## src/rtl/irq_arb_pkg.sv

```systemverilog
package irq_arb_pkg;

  typedef enum logic [1:0] {
    LVL_OFF  = 2'd0,
    LVL_LOW  = 2'd1,
    LVL_MED  = 2'd2,
    LVL_HIGH = 2'd3
  } level_e;

  localparam int ACT_BITS = 4;
  localparam int ACT_NMI  = 3;

  // strobes from control to datapath
  typedef struct packed {
    logic                present;
    logic                pickNmi;
    level_e              pickLevel;
    logic [ACT_BITS-1:0] setMask;
    logic [ACT_BITS-1:0] clrMask;
    logic                loadLast;
  } ctrl_strobe_t;

endpackage

```

## src/rtl/irq_arb_pick.sv

```systemverilog
// Finds the first set bit of reqMask, scanning upward from startIdx with wrap.
module irq_arb_pick #(
  parameter int NUM_SRC = 16,
  parameter int IDX_W   = 4
) (
  input  logic [NUM_SRC-1:0] reqMask,
  input  logic [IDX_W-1:0]   startIdx,
  output logic               found,
  output logic [IDX_W-1:0]   idx
);

  always_comb begin
    int pos;
    found = 1'b0;
    idx   = '0;
    pos   = 0;
    for (int k = 0; k < NUM_SRC; k++) begin
      pos = int'(startIdx) + k;
      if (pos >= NUM_SRC) pos = pos - NUM_SRC;
      if (!found && reqMask[pos]) begin
        found = 1'b1;
        idx   = IDX_W'(pos);
      end
    end
  end

endmodule

```

## src/rtl/irq_arb_datapath.sv

```systemverilog
module irq_arb_datapath
  import irq_arb_pkg::*;
#(
  parameter int          NUM_SRC  = 16,
  parameter int          IDX_W    = 4,
  parameter int          ADDR_W   = 16,
  parameter int unsigned VEC_BASE = 0,
  parameter int unsigned VEC_STEP = 2
) (
  input  logic                  clk,
  input  logic                  rstN,
  input  logic [NUM_SRC-1:0]    reqIn,
  input  logic [2*NUM_SRC-1:0]  reqLevel,
  input  logic [2:0]            levelEn,
  input  logic                  rrEn,
  input  ctrl_strobe_t          ctrl,
  output logic [2:0]            pend,
  output logic [ACT_BITS-1:0]   activeLevels,
  output logic [IDX_W-1:0]      vecIndex,
  output logic [ADDR_W-1:0]     vecAddr
);

  localparam logic [IDX_W-1:0] LAST_IDX = IDX_W'(NUM_SRC - 1);

  logic [2:0][NUM_SRC-1:0] lvlMask;
  logic [2:0][IDX_W-1:0]   pickIdx;
  logic [ACT_BITS-1:0]     activeQ;
  logic [IDX_W-1:0]        lastLowQ;
  logic [IDX_W-1:0]        nextLow;
  logic [IDX_W-1:0]        selIdx;

  assign nextLow = (lastLowQ == LAST_IDX) ? '0 : lastLowQ + IDX_W'(1);

  for (genvar lv = 0; lv < 3; lv++) begin : g_lvl
    for (genvar i = 0; i < NUM_SRC; i++) begin : g_src
      assign lvlMask[lv][i] = reqIn[i] && (reqLevel[2*i +: 2] == 2'(lv + 1)) && levelEn[lv];
    end

    logic [IDX_W-1:0] startIdx;
    if (lv == 0) begin : g_rot
      assign startIdx = rrEn ? nextLow : '0;
    end else begin : g_fix
      assign startIdx = '0;
    end

    irq_arb_pick #(.NUM_SRC(NUM_SRC), .IDX_W(IDX_W)) u_pick (
      .reqMask  (lvlMask[lv]),
      .startIdx (startIdx),
      .found    (pend[lv]),
      .idx      (pickIdx[lv])
    );
  end

  always_ff @(posedge clk or negedge rstN) begin
    if (!rstN) begin
      activeQ  <= '0;
      lastLowQ <= LAST_IDX;
    end else begin
      activeQ <= (activeQ & ~ctrl.clrMask) | ctrl.setMask;
      if (ctrl.loadLast) lastLowQ <= pickIdx[0];
    end
  end

  assign activeLevels = activeQ;

  always_comb begin
    selIdx  = '0;
    vecAddr = '0;
    if (ctrl.present && ctrl.pickNmi) begin
      vecAddr = ADDR_W'(VEC_BASE);
    end else if (ctrl.present) begin
      selIdx  = pickIdx[2'(ctrl.pickLevel) - 2'd1];
      vecAddr = ADDR_W'(VEC_BASE) + ADDR_W'((int'(selIdx) + 1) * int'(VEC_STEP));
    end
  end

  assign vecIndex = selIdx;

endmodule

```

## src/rtl/irq_arb_control.sv

```systemverilog
module irq_arb_control
  import irq_arb_pkg::*;
(
  input  logic                globalEn,
  input  logic                nmiReq,
  input  logic                ack,
  input  logic                reti,
  input  logic [2:0]          pend,
  input  logic [ACT_BITS-1:0] activeLevels,
  output ctrl_strobe_t        ctrl
);

  logic [1:0] actTop;

  always_comb begin
    if (activeLevels[2])      actTop = 2'd3;
    else if (activeLevels[1]) actTop = 2'd2;
    else if (activeLevels[0]) actTop = 2'd1;
    else                      actTop = 2'd0;
  end

  always_comb begin
    ctrl = '{present: 1'b0, pickNmi: 1'b0, pickLevel: LVL_OFF,
             setMask: '0, clrMask: '0, loadLast: 1'b0};

    if (nmiReq && !activeLevels[ACT_NMI]) begin
      ctrl.present = 1'b1;
      ctrl.pickNmi = 1'b1;
    end else if (globalEn && !activeLevels[ACT_NMI]) begin
      for (int lv = 3; lv >= 1; lv--) begin
        if (!ctrl.present && pend[lv-1] && (2'(lv) > actTop)) begin
          ctrl.present   = 1'b1;
          ctrl.pickLevel = level_e'(2'(lv));
        end
      end
    end

    if (reti) begin
      if (activeLevels[3])      ctrl.clrMask = 4'b1000;
      else if (activeLevels[2]) ctrl.clrMask = 4'b0100;
      else if (activeLevels[1]) ctrl.clrMask = 4'b0010;
      else if (activeLevels[0]) ctrl.clrMask = 4'b0001;
    end

    if (ack && ctrl.present) begin
      if (ctrl.pickNmi) ctrl.setMask = 4'b1000;
      else              ctrl.setMask = 4'b0001 << (2'(ctrl.pickLevel) - 2'd1);
      ctrl.loadLast = !ctrl.pickNmi && (ctrl.pickLevel == LVL_LOW);
    end
  end

endmodule

```

## src/rtl/irq_arbiter.sv

```systemverilog
module irq_arbiter
  import irq_arb_pkg::*;
#(
  parameter int          NUM_SRC  = 16,
  parameter int          ADDR_W   = 16,
  parameter int unsigned VEC_BASE = 0,
  parameter int unsigned VEC_STEP = 2,
  localparam int         IDX_W    = (NUM_SRC > 1) ? $clog2(NUM_SRC) : 1
) (
  input  logic                 clk,
  input  logic                 rstN,
  input  logic [NUM_SRC-1:0]   reqIn,
  input  logic [2*NUM_SRC-1:0] reqLevel,
  input  logic [2:0]           levelEn,
  input  logic                 globalEn,
  input  logic                 rrEn,
  input  logic                 nmiReq,
  input  logic                 ack,
  input  logic                 reti,
  output logic                 irqValid,
  output logic                 irqNmi,
  output logic [1:0]           irqLevel,
  output logic [IDX_W-1:0]     vecIndex,
  output logic [ADDR_W-1:0]    vecAddr,
  output logic [3:0]           activeLevels
);

  ctrl_strobe_t ctrl;
  logic [2:0]   pend;

  irq_arb_control u_ctrl (
    .globalEn     (globalEn),
    .nmiReq       (nmiReq),
    .ack          (ack),
    .reti         (reti),
    .pend         (pend),
    .activeLevels (activeLevels),
    .ctrl         (ctrl)
  );

  irq_arb_datapath #(
    .NUM_SRC(NUM_SRC), .IDX_W(IDX_W), .ADDR_W(ADDR_W),
    .VEC_BASE(VEC_BASE), .VEC_STEP(VEC_STEP)
  ) u_dp (
    .clk          (clk),
    .rstN         (rstN),
    .reqIn        (reqIn),
    .reqLevel     (reqLevel),
    .levelEn      (levelEn),
    .rrEn         (rrEn),
    .ctrl         (ctrl),
    .pend         (pend),
    .activeLevels (activeLevels),
    .vecIndex     (vecIndex),
    .vecAddr      (vecAddr)
  );

  assign irqValid = ctrl.present;
  assign irqNmi   = ctrl.pickNmi;
  assign irqLevel = 2'(ctrl.pickLevel);

endmodule

```

## config.mk

```make
export PLATFORM = sky130hd
export DESIGN_NAME = irq_arbiter
export DESIGN_NICKNAME = d
export VERILOG_FILES = /design/src/rtl/irq_arb_pkg.sv /design/src/rtl/irq_arb_pick.sv /design/src/rtl/irq_arb_datapath.sv /design/src/rtl/irq_arb_control.sv /design/src/rtl/irq_arbiter.sv
export SDC_FILE = /design/constraint.sdc
export NUM_CORES = 1
export LEC_CHECK = 0
export ABC_AREA = 1
export BUFFER_PORTS_ARGS = -buffer_cell sky130_fd_sc_hd__buf_2
export CAP_MARGIN = 15
export CORE_UTILIZATION = 58
export CTS_BUF_LIST = sky130_fd_sc_hd__clkbuf_4 sky130_fd_sc_hd__clkbuf_8
export DETAILED_ROUTE_END_ITERATION = 7
export PLACE_DENSITY = 0.86
export SLEW_MARGIN = 15
export SYNTH_ARGS = -nofsm -noshare
export SYNTH_HDL_FRONTEND = slang
export SYNTH_SLANG_ARGS = --single-unit
```

## constraint.sdc

```tcl
create_clock -name clk -period 7.5 [get_ports clk]
set_input_delay 1.875 -clock clk [delete_from_list [all_inputs] [get_ports clk]]
set_output_delay 1.875 -clock clk [all_outputs]
set_load 0.05 [all_outputs]
```

Word level (Yosys, flattened, before mapping)
Cells that the tools add are included.
- shift operators: 1
- add/subtract/negate cells: 34
- multiply operators: 0
- divide/modulo/power cells: 0
- reductions and logical operators: 200
- $lt $le $gt $ge: 36
- bitwise gates (word level): 3
- equality and inequality tests: 50
- muxes and demuxes: 192
- operators by type and width (kind ; number):
    < comparator 32 x 6 -> 1 bit, second input constant ; 16
    two-way mux 32 bit ; 16
    two-way mux 4 bit ; 55
    logical AND 1 bit ; 151
    two-way mux 1 bit ; 95
    subtractor 5 x 5 -> 6 bit, second input constant ; 15
    greater-or-equal comparator 5 bit, second input constant ; 15
    binary-select mux 1 bit (select 4 bit) ; 16
    == test 2 bit, second input constant ; 32
    zero test 1 bit ; 49
    adder 4 x 4 -> 5 bit, second input constant ; 8
    == test 2 x 1 -> 1 bit, second input constant ; 17
    two-way mux 16 bit ; 2
    adder 4 x 3 -> 5 bit, second input constant ; 4
    two-way mux 2 bit ; 7
    adder 4 x 1 -> 5 bit, second input constant ; 2
    adder 4 x 2 -> 5 bit, second input constant ; 2
    binary-select mux 4 bit (select 2 bit) ; 1
    subtractor 4 x 5 -> 6 bit, second input constant ; 1
    greater-or-equal comparator 4 x 5 -> 1 bit, second input constant ; 1
    adder 4 x 1 -> 4 bit, second input constant ; 1
    bitwise AND 4 bit ; 1
    == test 4 bit, second input constant ; 1
    greater-than comparator 2 bit, first input constant ; 2
    other kinds (6) ; 6
- bits in latches: 0
- memories kept: 0
- output and inout bits: 28
- bits in registers: 8
- memory bits (writable): 0
- ROM bits: 0
- word-level logic and storage cells: 518
- input port bits: 58

Logic depth before layout (Yosys ltp)
- depth in word-level cells: 71
- gate-level depth with buffers: 34
- depth with buffers taken out: 33

Cells and area by module
From an unflattened synthesis, not the netlist that was laid out.
- cell total of the unflattened synthesis: 1263
- area total of the unflattened synthesis: 6845.3 um^2
- modules (own cells, without submodules) (module ; seq. area each (um^2) ; instances ; area an instance (um^2) ; cells each):
    irq_arb_pick ; 0.0 ; 3 ; 1806.7 ; 342
    irq_arb_datapath ; 205.2 ; 1 ; 1214.9 ; 195
    irq_arb_control ; 0.0 ; 1 ; 210.2 ; 42

Worst setup path after synthesis
OpenSTA, ideal clock, no wires.
- kind: input -> output
- start point: input rrEn
- end point: output vecAddr[3]
- stages: 29
- path buffers: 1
- required time: 5625 ps
- data arrival time: 5894 ps
- setup slack: -269 ps
- cell sequence: nand2_1 > nor2_2 > buf_2 > ha_1 > inv_1 > nor2_1 > nand3_1 > nand2_1 > inv_1 > nand3_2 > nand2_4 > inv_2 > nand4_4 > nor2_4 > nand4_1 > nor2_1 > nand4_1 > nor2_2 > nand4_1 > nand2_2 > a21oi_4 > ha_1 > inv_1 > a21oi_1 > nand2_1 > nand2_2 > ha_1 > o21ai_0 > a21oi_1
- RTL lines (item ; line ; RTL):
    start, declared ; irq_arbiter.sv:16 ; input logic rrEn,
    end, declared ; irq_arbiter.sv:24 ; output logic [ADDR_W-1:0] vecAddr,

Worst setup path after layout
- start point: input reqLevel[2]
- end point: output vecAddr[3]
- cells in the longest elaborated chain, start to end: 69
- elaborated cells on any way between the ends: 265
- classes of those cells: add/sub: 2; eq/ne: 3; mux: 158; reduce/logical: 102
- RTL lines (item ; line ; RTL):
    start, declared ; irq_arbiter.sv:13 ; input logic [2*NUM_SRC-1:0] reqLevel,
    == test 2 bit ; irq_arb_datapath.sv:36 ; assign lvlMask[lv][i] = reqIn[i] && (reqLevel[2*i +: 2] == 2'(lv + 1)) && levelEn[lv];
    logical AND 1 bit (2 in series) ; irq_arb_datapath.sv:36 ;
    logical AND 1 bit ; irq_arb_pick.sv:20 ; if (!found && reqMask[pos]) begin
    two-way mux 1 bit ; irq_arb_pick.sv:20 ;
    zero test 1 bit ; irq_arb_pick.sv:20 ;
    logical AND 1 bit ; irq_arb_pick.sv:20 ;
    two-way mux 1 bit ; irq_arb_pick.sv:20 ;
    zero test 1 bit ; irq_arb_pick.sv:20 ;
    (+52 left out) ; n/a ;
    two-way mux 2 bit ; irq_arb_control.sv:29 ; end else if (globalEn && !activeLevels[ACT_NMI]) begin
    two-way mux 2 bit ; irq_arb_control.sv:26 ; if (nmiReq && !activeLevels[ACT_NMI]) begin
    subtractor 2 x 1 -> 2 bit ; irq_arb_datapath.sv:72 ; selIdx = pickIdx[2'(ctrl.pickLevel) - 2'd1];
    binary-select mux 4 bit (select 2 bit) ; irq_arb_datapath.sv:72 ;
    two-way mux 4 bit (not written as such) ; irq_arb_datapath.sv:72 ;
    adder 4 x 1 -> 5 bit ; irq_arb_datapath.sv:73 ; vecAddr = ADDR_W'(VEC_BASE) + ADDR_W'((int'(selIdx) + 1) * int'(VEC_STEP));
    two-way mux 16 bit ; irq_arb_datapath.sv:71 ; end else if (ctrl.present) begin
    two-way mux 16 bit * ; irq_arb_datapath.sv:69 ; if (ctrl.present && ctrl.pickNmi) begin
Every way passes the cells marked *; elsewhere a longest branch is shown, timed or not. The select of a mux whose other input is x is not followed.

==> impl_metrics.env <==
export IMPL_status="completed"
export IMPL_p_leak_nw=2.70
export IMPL_synthArstFlopShare=1.00
export IMPL_wl_um=15500
export IMPL_syn_avg_cell_area_um2=5.27
export IMPL_rows=29
export IMPL_wl_per_cell_um=16.4
export IMPL_final_nets=938
export IMPL_ir_drop_v=0.000281
export IMPL_slew_headroom=0.516
export IMPL_synth_compound_area_frac=0.0900
export IMPL_grt_overflow=0
export IMPL_antenna_found_initial=0
export IMPL_r2r_setup_slack_ns=3.26
export IMPL_synth_seq_cells=8
export IMPL_hold_ws_ns=0.536
export IMPL_path_clk_slew_ns=0.05
export IMPL_yosysSeqAreaShare=0.0518
export IMPL_post_dp_hpwl_um=12000
export IMPL_synth_edf_count=0
export IMPL_netlist_top_cell_by_area="nand2_1"
export IMPL_synth_cell_area_mm2=0.00396
export IMPL_die_h_um=84.6
export IMPL_maxCapViolCount=0
export IMPL_clock_skew_ns=0.0107
export IMPL_synth_warning_count=0
export IMPL_seqCellArea_um2=205
export IMPL_r2r_cells=27
export IMPL_p_int_w=0.000637
export IMPL_ant_nets=0
export IMPL_finalWeightedCongestion=1.01
export IMPL_critPathKind="in2out"
export IMPL_start_kind="input pin"
export IMPL_drt_iter0_markers=687
export IMPL_crit_start="reqLevel[2]"
export IMPL_min_period_ns=7.39
export IMPL_max_clock_path_buffers=2
export IMPL_cts_buffers=3
export IMPL_area_delta_synth_final_pct=27.6
export IMPL_synthSimpleGateAreaFrac=0.677
export IMPL_drive_gt1_frac=0.272
export IMPL_die_w_um=84.6
export IMPL_worst_pin_slew_ns=0.720
export IMPL_multiInputGateArea_mm2=0.00344
export IMPL_r2r_end="u_dp.lastLowQ[0]"
export IMPL_yosysTopAreaCellShare=0.208
export IMPL_ios=86
export IMPL_grt_use_total=0.403
export IMPL_root_buffer="clkbuf_8"
export IMPL_htree_levels=1
export IMPL_power_switching_w=0.00105
export IMPL_powerDensity_mw_per_mm2=333
export IMPL_required_ns=5.62
export IMPL_final_cell_area_mm2=0.00505
export IMPL_synth_flop_cell="dfstp_2"
export IMPL_fillers=489
export IMPL_crit_arrival_ns=5.52
export IMPL_crit_fanout=5
export IMPL_via_per_inst=6.22
export IMPL_core_area_mm2=0.00646
export IMPL_clock_latency_ns=0.24
export IMPL_synthMuxAreaShare=0
export IMPL_syn_inst=752
export IMPL_hold_class="reg2reg"
export IMPL_dp_cells=924
export IMPL_grt_max_degree=24
export IMPL_cts_tree="built"
export IMPL_drc_errors=0
export IMPL_vias=5885
export IMPL_r2r_start="u_dp.lastLowQ[0]"
export IMPL_synth_cell_types=50
export IMPL_clock_sinks=8
export IMPL_setup_viol=0
export IMPL_synth_top_cells_by_area="nand2_1 21%, nand3_1 16%, inv_1 8.4%"
export IMPL_synth_most_common_cell="nand2_1"
export IMPL_cts_hold_fix_buffers=0
export IMPL_comb_power_share=0.921
export IMPL_slew_viol_final=0
export IMPL_hold_violations=0
export IMPL_worstSetupEndpointType="primary output"
export IMPL_synth_commonest_cells="219 x nand2_1, 128 x nand3_1, 89 x inv_1, 76 x nor2_1, 34 x nand4_1"
export IMPL_synth_xor_area_frac=0.00853
export IMPL_layout_cells_non_filler=946
export IMPL_drt_first_pass_iters=6
export IMPL_synth_top_family_by_area="simple AND/OR/NAND/NOR gates"
export IMPL_p_seq_frac=0.044
export IMPL_max_freq_mhz=135
export IMPL_tns_ns=0
export IMPL_grt_pass1_vias=5270
export IMPL_p_clk_frac=0.035
export IMPL_yosys_area_share_adder=0.0316
export IMPL_io_buffers=74
export IMPL_whs_path_depth=2
export IMPL_cp_endpoint="vecAddr[3]"
export IMPL_placed_cell_area_mm2=0.00458
export IMPL_grt_pass1_wl_um=23600
export IMPL_sw_frac_of_total=0.622
export IMPL_dieArea_mm2=0.00716
export IMPL_start_util=0.613
export IMPL_n_antenna_cell=0
export IMPL_finalCritPeriodShare=0.986
[layout by cell type (no fill, tap or decap), types with 5 or more instances in the layout]
cell / count
o21ai_1: 7
o21ai_0: 17
nand2_4: 5
conb_1: 11
nor2_2: 10
buf_4: 56
ha_1: 7
nand3b_1: 5
inv_1: 86
nand3_2: 18
nand3_1: 123
nand4_1: 34
nand2_2: 21
buf_2: 64
a21oi_1: 8
nand2_1: 212
nor2_1: 69
a31oi_1: 5
inv_2: 6
nor3_1: 26
nor2_4: 6
buf_6: 8
[worst min path at each step]
stage                                start          endpoint  slack [ns]
after detailed placement  u_dp.lastLowQ[3]  u_dp.lastLowQ[3]        0.51
final                     u_dp.lastLowQ[1]  u_dp.lastLowQ[1]        0.54
after CTS                 u_dp.lastLowQ[3]  u_dp.lastLowQ[3]        0.52
after global routing      u_dp.lastLowQ[1]  u_dp.lastLowQ[1]        0.55
after global placement    u_dp.lastLowQ[3]  u_dp.lastLowQ[3]        0.50
after floorplan           u_dp.lastLowQ[3]  u_dp.lastLowQ[3]        0.48
[registers in the layout, summed over array words and instances, names as in the netlist]
name               cells
u_dp.activeLevels      4
u_dp.lastLowQ          4
[per-stage QoR]
stage | total power (W) | utilization | setup slack (ns)
final | 0.00168 | 0.782 | 0.109
after global routing | 0.00180 | 0.782 | -0.0716
after CTS | 0.00150 | 0.718 | 0.0340
after detailed placement | 0.00144 | 0.710 | -0.0158
after global placement | 0.00141 | 0.710 | 0.131
after floorplan | 0.00100 | - | 0.000326
[worst max-delay path, stage by stage]
cell      delay (ns)
buf_6           0.10
nand2_2         0.06
inv_2           0.04
nand3_2         0.06
nand2_1         0.06
nor2_2          0.13
inv_1           0.05
or2_4           0.27
nor4_4          0.25
nand2_1         0.12
nor2_2          0.16
nand2_1         0.08
nor2_2          0.14
nand2_1         0.09
nor2_2          0.13
nand2_1         0.08
o21bai_2        0.17
nand2_2         0.10
nor2_4          0.13
nand2_4         0.07
a21oi_4         0.19
ha_4            0.25
o211ai_1        0.16
nand2_2         0.14
ha_4            0.19
buf_6           0.11
a21oi_2         0.14
buf_6           0.17
[area by class of cell]
class	instances	share of cell area
timing repair buffer	133	0.179
multi-input combinational	630	0.680
inverter	94	0.0713
clock buffer	4	0.00966
sequential	8	0.0406
tap	77	0.0191
[cells by family after synthesis]
kind of cell | Yosys count
and+or+nand+nor | 550
xor gates and xnor gates | 3
DFF | 8
AOI/OAI and AO/OA | 56
other | 1
adders and majority gates | 10
buffers and inverters | 124
[routing by layer]
metal	GRT usage	vias to the layer above	wire, um
li1	-	2721	-
met1	0.501	2640	5870
met2	0.698	428	7080
met3	0.0551	96	1740
met4	0.165	0	837
met5	0	-	0
[repair_timing]
action | CTS | global route
gates resized for setup | 2 | 64
setup buffers | 0 | 17
pin swaps | 0 | 39
endpoints found under the setup margin | 2 | 9
cloned | 0 | 1
[power groups by stage]
stage	logic, W	clock network, W	registers [W]
global route	0.00166	0.0000612	0.0000735
finish	0.00155	0.0000597	0.0000733
global placement	0.00134	0	0.0000715
CTS	0.00137	0.0000593	0.0000721
floorplan	0.000926	0	0.0000783
detailed placement	0.00137	0	0.0000725
(Power assumes the default switching activity.)
